**config.mk**
```make
export PLATFORM = sky130hd
export DESIGN_NAME = ldr_seq
export DESIGN_NICKNAME = d
export VERILOG_FILES = /design/src/rtl/ldr_pkg.sv /design/src/rtl/ldr_word_order.sv /design/src/rtl/ldr_desc_regs.sv /design/src/rtl/ldr_byte_counter.sv /design/src/rtl/ldr_seq.sv
export SDC_FILE = /design/constraint.sdc
export NUM_CORES = 1
export LEC_CHECK = 0
export BUFFER_PORTS_ARGS = -buffer_cell sky130_fd_sc_hd__buf_2
export CORE_ASPECT_RATIO = 0.5
export CORE_UTILIZATION = 40
export CTS_BUF_LIST = sky130_fd_sc_hd__clkbuf_8
export CTS_CLUSTER_DIAMETER = 200
export CTS_CLUSTER_SIZE = 30
export DETAILED_ROUTE_END_ITERATION = 6
export PLACE_DENSITY_LB_ADDON = 0.08
export SYNTH_ARGS = -nofsm -noshare
export SYNTH_HDL_FRONTEND = slang
export SYNTH_SLANG_ARGS = --single-unit
```
**constraint.sdc**
```tcl
create_clock -name clk -period 4.1 [get_ports clk]
set_input_delay 0.205 -clock clk [delete_from_list [all_inputs] [get_ports clk]]
set_output_delay 0.205 -clock clk [all_outputs]
set_load 0.01 [all_outputs]
```
**src/rtl/ldr_pkg.sv**
```systemverilog
package ldr_pkg;
  timeunit 1ns;
  timeprecision 1ps;

  localparam int WORD_W     = 32;
  localparam int WORD_BYTES = WORD_W / 8;
  localparam int DESC_WORDS = 3;

  typedef enum logic [2:0] {
    ST_IDLE   = 3'd0,
    ST_FETCH0 = 3'd1,
    ST_FETCH1 = 3'd2,
    ST_FETCH2 = 3'd3,
    ST_XFER   = 3'd4,
    ST_NEXT   = 3'd5,
    ST_HALT   = 3'd6
  } ldr_state_e;

  // Word slot of a fetch state: 0 = count, 1 = buffer address, 2 = next pointer.
  function automatic logic [1:0] fetch_slot(ldr_state_e s);
    case (s)
      ST_FETCH1: return 2'd1;
      ST_FETCH2: return 2'd2;
      default:   return 2'd0;
    endcase
  endfunction

  // Byte offset of a word slot inside a descriptor.
  function automatic logic [3:0] slot_offset(logic [1:0] slot);
    return {slot, 2'b00};
  endfunction

  function automatic logic is_fetch(ldr_state_e s);
    return (s == ST_FETCH0) || (s == ST_FETCH1) || (s == ST_FETCH2);
  endfunction

  function automatic logic is_running(ldr_state_e s);
    return is_fetch(s) || (s == ST_XFER) || (s == ST_NEXT);
  endfunction

  // Counter update: an optional clear followed by an optional add.
  function automatic logic [63:0] accumulate(logic [63:0] cur, logic clr,
                                             logic add, logic [63:0] val);
    return (clr ? 64'd0 : cur) + (add ? val : 64'd0);
  endfunction
endpackage

```
**src/rtl/ldr_word_order.sv**
```systemverilog
module ldr_word_order #(
  parameter int W         = 32,
  parameter bit SWAP_BYTE = 1'b0
) (
  input  logic [W-1:0] din,
  output logic [W-1:0] dout
);
  timeunit 1ns;
  timeprecision 1ps;

  localparam int NBYTES = W / 8;

  // Descriptor words are little-endian; a bus that delivers the other byte
  // order is corrected here.
  generate
    if (SWAP_BYTE) begin : g_swap
      for (genvar b = 0; b < NBYTES; b++) begin : g_byte
        assign dout[8*b +: 8] = din[8*(NBYTES-1-b) +: 8];
      end
    end else begin : g_pass
      assign dout = din;
    end
  endgenerate
endmodule

```
**src/rtl/ldr_desc_regs.sv**
```systemverilog
module ldr_desc_regs #(
  parameter int W     = 32,
  parameter int NWORD = 3
) (
  input  logic                     clk,
  input  logic                     rst_n,
  input  logic                     cap_en,
  input  logic [$clog2(NWORD)-1:0] cap_slot,
  input  logic [W-1:0]             cap_word,
  output logic [W-1:0]             word_q [NWORD]
);
  timeunit 1ns;
  timeprecision 1ps;

  localparam int SLOT_W = $clog2(NWORD);

  generate
    for (genvar i = 0; i < NWORD; i++) begin : g_word
      logic hit;
      assign hit = cap_en && (cap_slot == SLOT_W'(i));
      always_ff @(posedge clk or negedge rst_n) begin
        if (!rst_n)   word_q[i] <= '0;
        else if (hit) word_q[i] <= cap_word;
      end
    end
  endgenerate
endmodule

```
**src/rtl/ldr_byte_counter.sv**
```systemverilog
module ldr_byte_counter #(
  parameter int CNT_W = 32,
  parameter int LEN_W = 32
) (
  input  logic             clk,
  input  logic             rst_n,
  input  logic             clr,
  input  logic             add_en,
  input  logic [LEN_W-1:0] add_val,
  output logic [CNT_W-1:0] cnt
);
  timeunit 1ns;
  timeprecision 1ps;

  logic [63:0] sum64;
  assign sum64 = ldr_pkg::accumulate(64'(cnt), clr, add_en, 64'(add_val));

  always_ff @(posedge clk or negedge rst_n) begin
    if (!rst_n) cnt <= '0;
    else        cnt <= sum64[CNT_W-1:0];
  end

  AST_CNT_CLEAR: assert property (@(posedge clk) disable iff (!rst_n)
    (clr && !add_en) |=> (cnt == '0));

  AST_CNT_ACCUM: assert property (@(posedge clk) disable iff (!rst_n)
    (add_en && !clr) |=> (cnt == CNT_W'($past(cnt) + CNT_W'($past(add_val)))));

  AST_CNT_CLEAR_ADD: assert property (@(posedge clk) disable iff (!rst_n)
    (add_en && clr) |=> (cnt == CNT_W'($past(add_val))));
endmodule

```
**src/rtl/ldr_seq.sv**
```systemverilog
module ldr_seq #(
  parameter int ADDR_W    = 32,
  parameter int CNT_W     = 32,
  parameter bit SWAP_BYTE = 1'b0
) (
  input  logic              clk,
  input  logic              rst_n,
  input  logic              cmd_start,
  input  logic              cmd_stop,
  input  logic              cmd_abort,
  input  logic              link_wr,
  input  logic [ADDR_W-1:0] link_wdata,
  input  logic              cnt_clr,
  output logic              mem_rd_req,
  output logic [ADDR_W-1:0] mem_rd_addr,
  input  logic              mem_rd_ack,
  input  logic [31:0]       mem_rd_data,
  input  logic              mem_rd_err,
  output logic              seg_valid,
  output logic [ADDR_W-1:0] seg_addr,
  output logic [31:0]       seg_len,
  input  logic              seg_done,
  output logic              seg_flush,
  output logic              evt_link_done,
  output logic              evt_xfer_err,
  output logic [CNT_W-1:0]  dev_byte_cnt,
  output logic              active
);
  timeunit 1ns;
  timeprecision 1ps;
  import ldr_pkg::*;

  localparam int SLOT_W = $clog2(DESC_WORDS);

  ldr_state_e        state, state_d;
  logic [ADDR_W-1:0] link_reg, cur_desc;
  logic              stop_pend, err_q, flush_q;

  // Named internal events.
  logic              running, fetching, start_acc, abort_acc, stop_eff;
  logic              fetch_ok, fetch_bad, seg_fin, len_zero, chain_end;
  logic [SLOT_W-1:0] slot;
  logic [WORD_W-1:0] word_in;
  logic [WORD_W-1:0] dword [DESC_WORDS];
  logic [WORD_W-1:0] desc_len, desc_buf, desc_next;

  assign running   = is_running(state);
  assign fetching  = is_fetch(state);
  assign start_acc = !running && cmd_start && !cmd_abort;
  assign abort_acc = running && cmd_abort;
  assign stop_eff  = stop_pend || cmd_stop;
  assign fetch_ok  = fetching && mem_rd_ack && !mem_rd_err && !cmd_abort;
  assign fetch_bad = fetching && mem_rd_ack && mem_rd_err && !cmd_abort;
  assign seg_fin   = (state == ST_XFER) && seg_done && !cmd_abort;
  assign slot      = SLOT_W'(fetch_slot(state));

  ldr_word_order #(.W(WORD_W), .SWAP_BYTE(SWAP_BYTE)) u_order (
    .din  (mem_rd_data),
    .dout (word_in)
  );

  ldr_desc_regs #(.W(WORD_W), .NWORD(DESC_WORDS)) u_desc (
    .clk      (clk),
    .rst_n    (rst_n),
    .cap_en   (fetch_ok),
    .cap_slot (slot),
    .cap_word (word_in),
    .word_q   (dword)
  );

  assign desc_len  = dword[0];
  assign desc_buf  = dword[1];
  assign desc_next = dword[2];
  assign len_zero  = (desc_len == '0);
  assign chain_end = (desc_next == '0);

  ldr_byte_counter #(.CNT_W(CNT_W), .LEN_W(WORD_W)) u_cnt (
    .clk     (clk),
    .rst_n   (rst_n),
    .clr     (cnt_clr),
    .add_en  (seg_fin),
    .add_val (desc_len),
    .cnt     (dev_byte_cnt)
  );

  always_comb begin
    state_d = state;
    case (state)
      ST_IDLE, ST_HALT: begin
        if (start_acc) state_d = ST_FETCH0;
      end
      ST_FETCH0, ST_FETCH1, ST_FETCH2: begin
        if (cmd_abort || fetch_bad)  state_d = ST_HALT;
        else if (fetch_ok) begin
          if (stop_eff)                state_d = ST_HALT;
          else if (state == ST_FETCH0) state_d = ST_FETCH1;
          else if (state == ST_FETCH1) state_d = ST_FETCH2;
          else if (len_zero)           state_d = ST_NEXT;
          else                         state_d = ST_XFER;
        end
      end
      ST_XFER: begin
        if (cmd_abort)    state_d = ST_HALT;
        else if (seg_fin) state_d = ST_NEXT;
      end
      ST_NEXT: begin
        if (cmd_abort || stop_eff) state_d = ST_HALT;
        else if (chain_end)        state_d = ST_IDLE;
        else                       state_d = ST_FETCH0;
      end
      default: state_d = ST_IDLE;
    endcase
  end

  always_ff @(posedge clk or negedge rst_n) begin
    if (!rst_n) begin
      state     <= ST_IDLE;
      link_reg  <= '0;
      cur_desc  <= '0;
      stop_pend <= 1'b0;
      err_q     <= 1'b0;
      flush_q   <= 1'b0;
    end else begin
      state <= state_d;
      if (link_wr) link_reg <= link_wdata;
      if (start_acc)
        cur_desc <= link_reg;
      else if ((state == ST_NEXT) && (state_d == ST_FETCH0))
        cur_desc <= ADDR_W'(desc_next);
      stop_pend <= start_acc ? 1'b0 : (stop_pend || (cmd_stop && running));
      err_q     <= fetch_bad;
      flush_q   <= abort_acc;
    end
  end

  assign mem_rd_req    = fetching;
  assign mem_rd_addr   = cur_desc + ADDR_W'(slot_offset(fetch_slot(state)));
  assign seg_valid     = (state == ST_XFER);
  assign seg_addr      = ADDR_W'(desc_buf);
  assign seg_len       = desc_len;
  assign evt_link_done = (state == ST_NEXT);
  assign evt_xfer_err  = err_q;
  assign seg_flush     = flush_q;
  assign active        = running;

  AST_RESET_QUIET: assert property (@(posedge clk)
    $rose(rst_n) |-> (!mem_rd_req && !seg_valid && !evt_link_done));

  AST_ADDR_HOLD: assert property (@(posedge clk) disable iff (!rst_n)
    (mem_rd_req && !mem_rd_ack && !cmd_abort) |=> (mem_rd_req && $stable(mem_rd_addr)));

  AST_SEG_HOLD: assert property (@(posedge clk) disable iff (!rst_n)
    (seg_valid && !seg_done && !cmd_abort) |=> (seg_valid && $stable(seg_addr) && $stable(seg_len)));

  AST_SEG_NONZERO: assert property (@(posedge clk) disable iff (!rst_n)
    seg_valid |-> (seg_len != '0));

  AST_LINK_PULSE: assert property (@(posedge clk) disable iff (!rst_n)
    evt_link_done |=> !evt_link_done);

  AST_ABORT_HALTS: assert property (@(posedge clk) disable iff (!rst_n)
    (active && cmd_abort) |=> (!active && seg_flush && !mem_rd_req && !seg_valid));

  AST_ERR_HALTS: assert property (@(posedge clk) disable iff (!rst_n)
    (mem_rd_req && mem_rd_ack && mem_rd_err && !cmd_abort) |=> (!active && evt_xfer_err));

  AST_ONE_ROLE: assert property (@(posedge clk) disable iff (!rst_n)
    $onehot0({mem_rd_req, seg_valid, evt_link_done}));
endmodule

```
==> impl_metrics.py <==
metrics = {
    "outcome": {
        "status": "finished clean",
    },
    "sta": {
        "fmax_mhz": 261,
        "maxSlewViolCount": 0,
        "tightest_slew_ps": 748,
        "setup_viol_count_final": 0,
        "slew_headroom": 0.501,
        "tns_ps": 0,
        "timing.hold.ws_ps": 53.7,
        "period_share": 0.934,
        "finalHoldViolCount": 0,
        "period_needed_ps": 3830,
        "rsz0062_at_grt": "no",
        "fin_skew_ps": 9.52,
    },
    "cells_and_area": {
        "largest_register_ff_count": 96,
        "regMostFlops": "u_desc.word_q",
        "nets": 1275,
        "drive_gt1_frac": 0.302,
        "syn2layout_area_growth_pct": 18.3,
    },
    "detailed_routing": {
        "finalWirelength_mm": 28.6,
        "wl_per_cell_um": 18.8,
        "num_vias": 7923,
        "ant_nets": 0,
        "drt_pass1_iterations": 5,
        "drc": 0,
        "vias_per_cell": 5.20,
        "drt-initial-drc-count": 625,
    },
    "critical_path": {
        "worstSetupStartpoint": "state[0]$_DFF_PN0_",
        "crit_path_end_kind": "register",
        "startpoint_type": "register",
        "rrSetupSlack_ps": 270,
        "path_cells": "nor2_1 > and4_1 > buf_4 > and2_1 > ha_1 > a2111oi_0 > o21ai_1 > a31oi_2 > o211ai_1 > a41oi_2 > nor4bb_1 > nor4bb_1",
        "reg2reg_from": "state[0]$_DFF_PN0_",
        "worst_path_max_delay_cell": "dfrtp_1",
        "crit_type": "reg2reg",
        "cp_max_fo": 19,
        "max_stage_delay_ps": 500,
        "worst_ep_required_time_ps": 4480,
        "cp_data_arrival_time_ps": 4210,
        "cp_common_cell": "nor4bb_1",
    },
    "clock_network": {
        "cts.sinks": 198,
        "clkSlewWorstSetupHoldPaths_ps": 90,
        "post_cts_buffers": 0,
        "cts_buffers": 17,
        "clk_latency_ps": 480,
        "htreeDepth": 4,
        "cts_tree": "done",
        "clock_path_buffers": 2,
        "cts_root_buf": "clkbuf_8",
    },
    "synth": {
        "yosys.area_share.simple": 0.133,
        "synth_top_family_by_area": "multiplexers",
        "synthesis.instances": 966,
        "ys_async_sr_fraction": 1.00,
        "yosysMostFrequentCell": "dfrtp_1",
        "syn_nets": 1075,
        "synth-seq-cells": 198,
        "synth-edff-count": 0,
        "synth.largest_area_cell": "dfrtp_1",
        "yosysTopAreaCellShare": 0.467,
        "synthAdderAreaFrac": 0.0436,
        "synth_compound_area_frac": 0.0779,
        "synthFlopType": "dfrtp_1",
        "synth_area_leaders": "dfrtp_1 (47%), mux2_2 (11%), buf_4 (4.7%)",
        "avgSynthCellArea_sq_um": 11.0,
        "yosysWarnings": 0,
        "synth_xor_area_frac": 0.0478,
        "ys_seq_area_frac": 0.467,
        "synth_mux_area_frac": 0.166,
        "synth_common_cells": "dfrtp_1 (198), mux2_2 (107), buf_4 (66)",
        "yosysUniqueCellTypes": 59,
        "netlist_area_sq_mm": 0.0106,
    },
    "job": {
        "drv_cap": 0,
    },
    "floorplan": {
        "start_util": 0.414,
        "pin_count": 208,
        "coreArea_sq_mm": 0.0256,
        "die_y_um": 117,
        "std_cell_rows": 41,
        "dieArea_sq_mm": 0.0272,
        "die_x_um": 232,
    },
    "place": {
        "io_buffers": 207,
        "hpwl_mm": 21.2,
        "place.gp.congestion": 0.878,
    },
    "power": {
        "leakage_nw": 6.57,
        "power_density_mw_per_mm2": 492,
        "vdd_drop_max_uv": 243,
    },
    "hold_path": {
        "hold_path_class": "in2reg",
        "holdCritStartpoint": "mem_rd_data[18]",
    },
    "grt": {
        "grt.busiest_layer": "met1",
        "antenna_found_initial": 2,
        "grt_max_degree": 87,
        "first_global_vias": 7589,
        "grtUsageMet2": 0.313,
        "grt.total_usage": 0.216,
        "use_met1": 0.323,
        "overflow": 0,
        "grtUsageMet3": 0.0390,
        "grt_pass1_wl_mm": 44.0,
    },
}
-- per-stage QoR --
stage | util | total power, mW | setup slack (ps) | instances | cell area (sq um)
final | 0.490 | 6.18 | 272 | 1523 | 12600
after global routing | 0.490 | 6.58 | 16.1 | 1523 | 12600
after CTS | 0.489 | 6.25 | 251 | 1521 | 12600
after detailed placement | 0.451 | 5.01 | 317 | 1426 | 11600
after global placement | 0.451 | 4.97 | 493 | 1426 | 11600
after floorplan | - | 4.40 | 687 | 966 | 10600
-- metal layers --
layer / wire length (um) / vias up / part of all wire
li1: - / 3760 / -
met1: 14600 / 3937 / 0.51
met2: 12400 / 192 / 0.43
met3: 1170 / 34 / 0.041
met4: 473 / 0 / 0.017
met5: 0 / - / 0
-- logic make-up after synthesis --
group           Yosys count
compound gates          133
xor+xnor                 58
fa+ha+maj                36
buf+inv                 116
flops                   198
mux                     160
simple gates            265
-- cell usage in the layout, fill, tap and decap left out, types with 4 or more instances in the layout --
| master | n |
|---|---|
| o21ai_1 | 36 |
| a21oi_1 | 35 |
| mux2i_1 | 32 |
| buf_2 | 206 |
| a21o_1 | 10 |
| inv_1 | 18 |
| nand3_1 | 20 |
| and3_1 | 9 |
| nor2_1 | 34 |
| nand2_1 | 64 |
| nor3_1 | 7 |
| o211ai_1 | 5 |
| ha_1 | 33 |
| xor2_1 | 15 |
| mux2_2 | 107 |
| o21bai_1 | 4 |
| buf_4 | 11 |
| nand4_1 | 13 |
| xnor2_1 | 43 |
| and4_1 | 6 |
| and2_1 | 36 |
| clkbuf_8 | 19 |
| nor2b_1 | 47 |
| o21ai_0 | 13 |
| dfrtp_1 | 197 |
| dlygate4sd3_1 | 65 |
| mux2_1 | 21 |
| nor4_1 | 17 |
| a211oi_1 | 4 |
-- cell type report --
type	instances	area [sq um]
sequential	198	4960
clock inverter	12	93.8
clock buffer	18	248
multi-input combinational	652	4980
tap	344	430
fill	2453	13100
timing repair buffer	284	1800
inverter	13	48.8
antenna	2	5.00
-- critical path, delay by kind of cell (launching register included) --
kind / cells / cell delay, ps
AND/OR/NAND/NOR: 5 / 1130
flip-flops: 1 / 500
adder cells (fa/ha/maj): 1 / 300
buffers and inverters: 1 / 270
AO/OA/AOI/OAI: 5 / 1510
-- final timing paths --
kind                                                      end  depth (start not counted)
worst max-delay path                  u_cnt.cnt[31]$_DFF_PN0_                         12
worst min-delay path            u_desc.word_q[82]$_DFFE_PN0P_                          2
worst max register to register        u_cnt.cnt[31]$_DFF_PN0_                         12
worst min register to register       cur_desc[25]$_DFFE_PN0P_                          2
max in group asynchronous            cur_desc[10]$_DFFE_PN0P_                          3
min in group asynchronous             link_reg[8]$_DFFE_PN0P_                          2
-- power breakdown --
part / total (mW) / leakage, nW / internal (mW) / switching, mW
Sequential: 2.99 / 2.61 / 2.47 / 0.522
Clock: 1.17 / 0.195 / 0.482 / 0.692
Combinational: 2.01 / 3.76 / 0.973 / 1.04
Total: 6.18 / 6.57 / 3.92 / 2.25
-- timing repair --
action | 4_1_cts | 5_1_grt
endpoints found under the hold margin | 200 | 0
gates resized for setup | 0 | 1
setup endpoints to repair | 0 | 1
hold buffers | 65 | 0
Power figures use the tool's default switching activity.
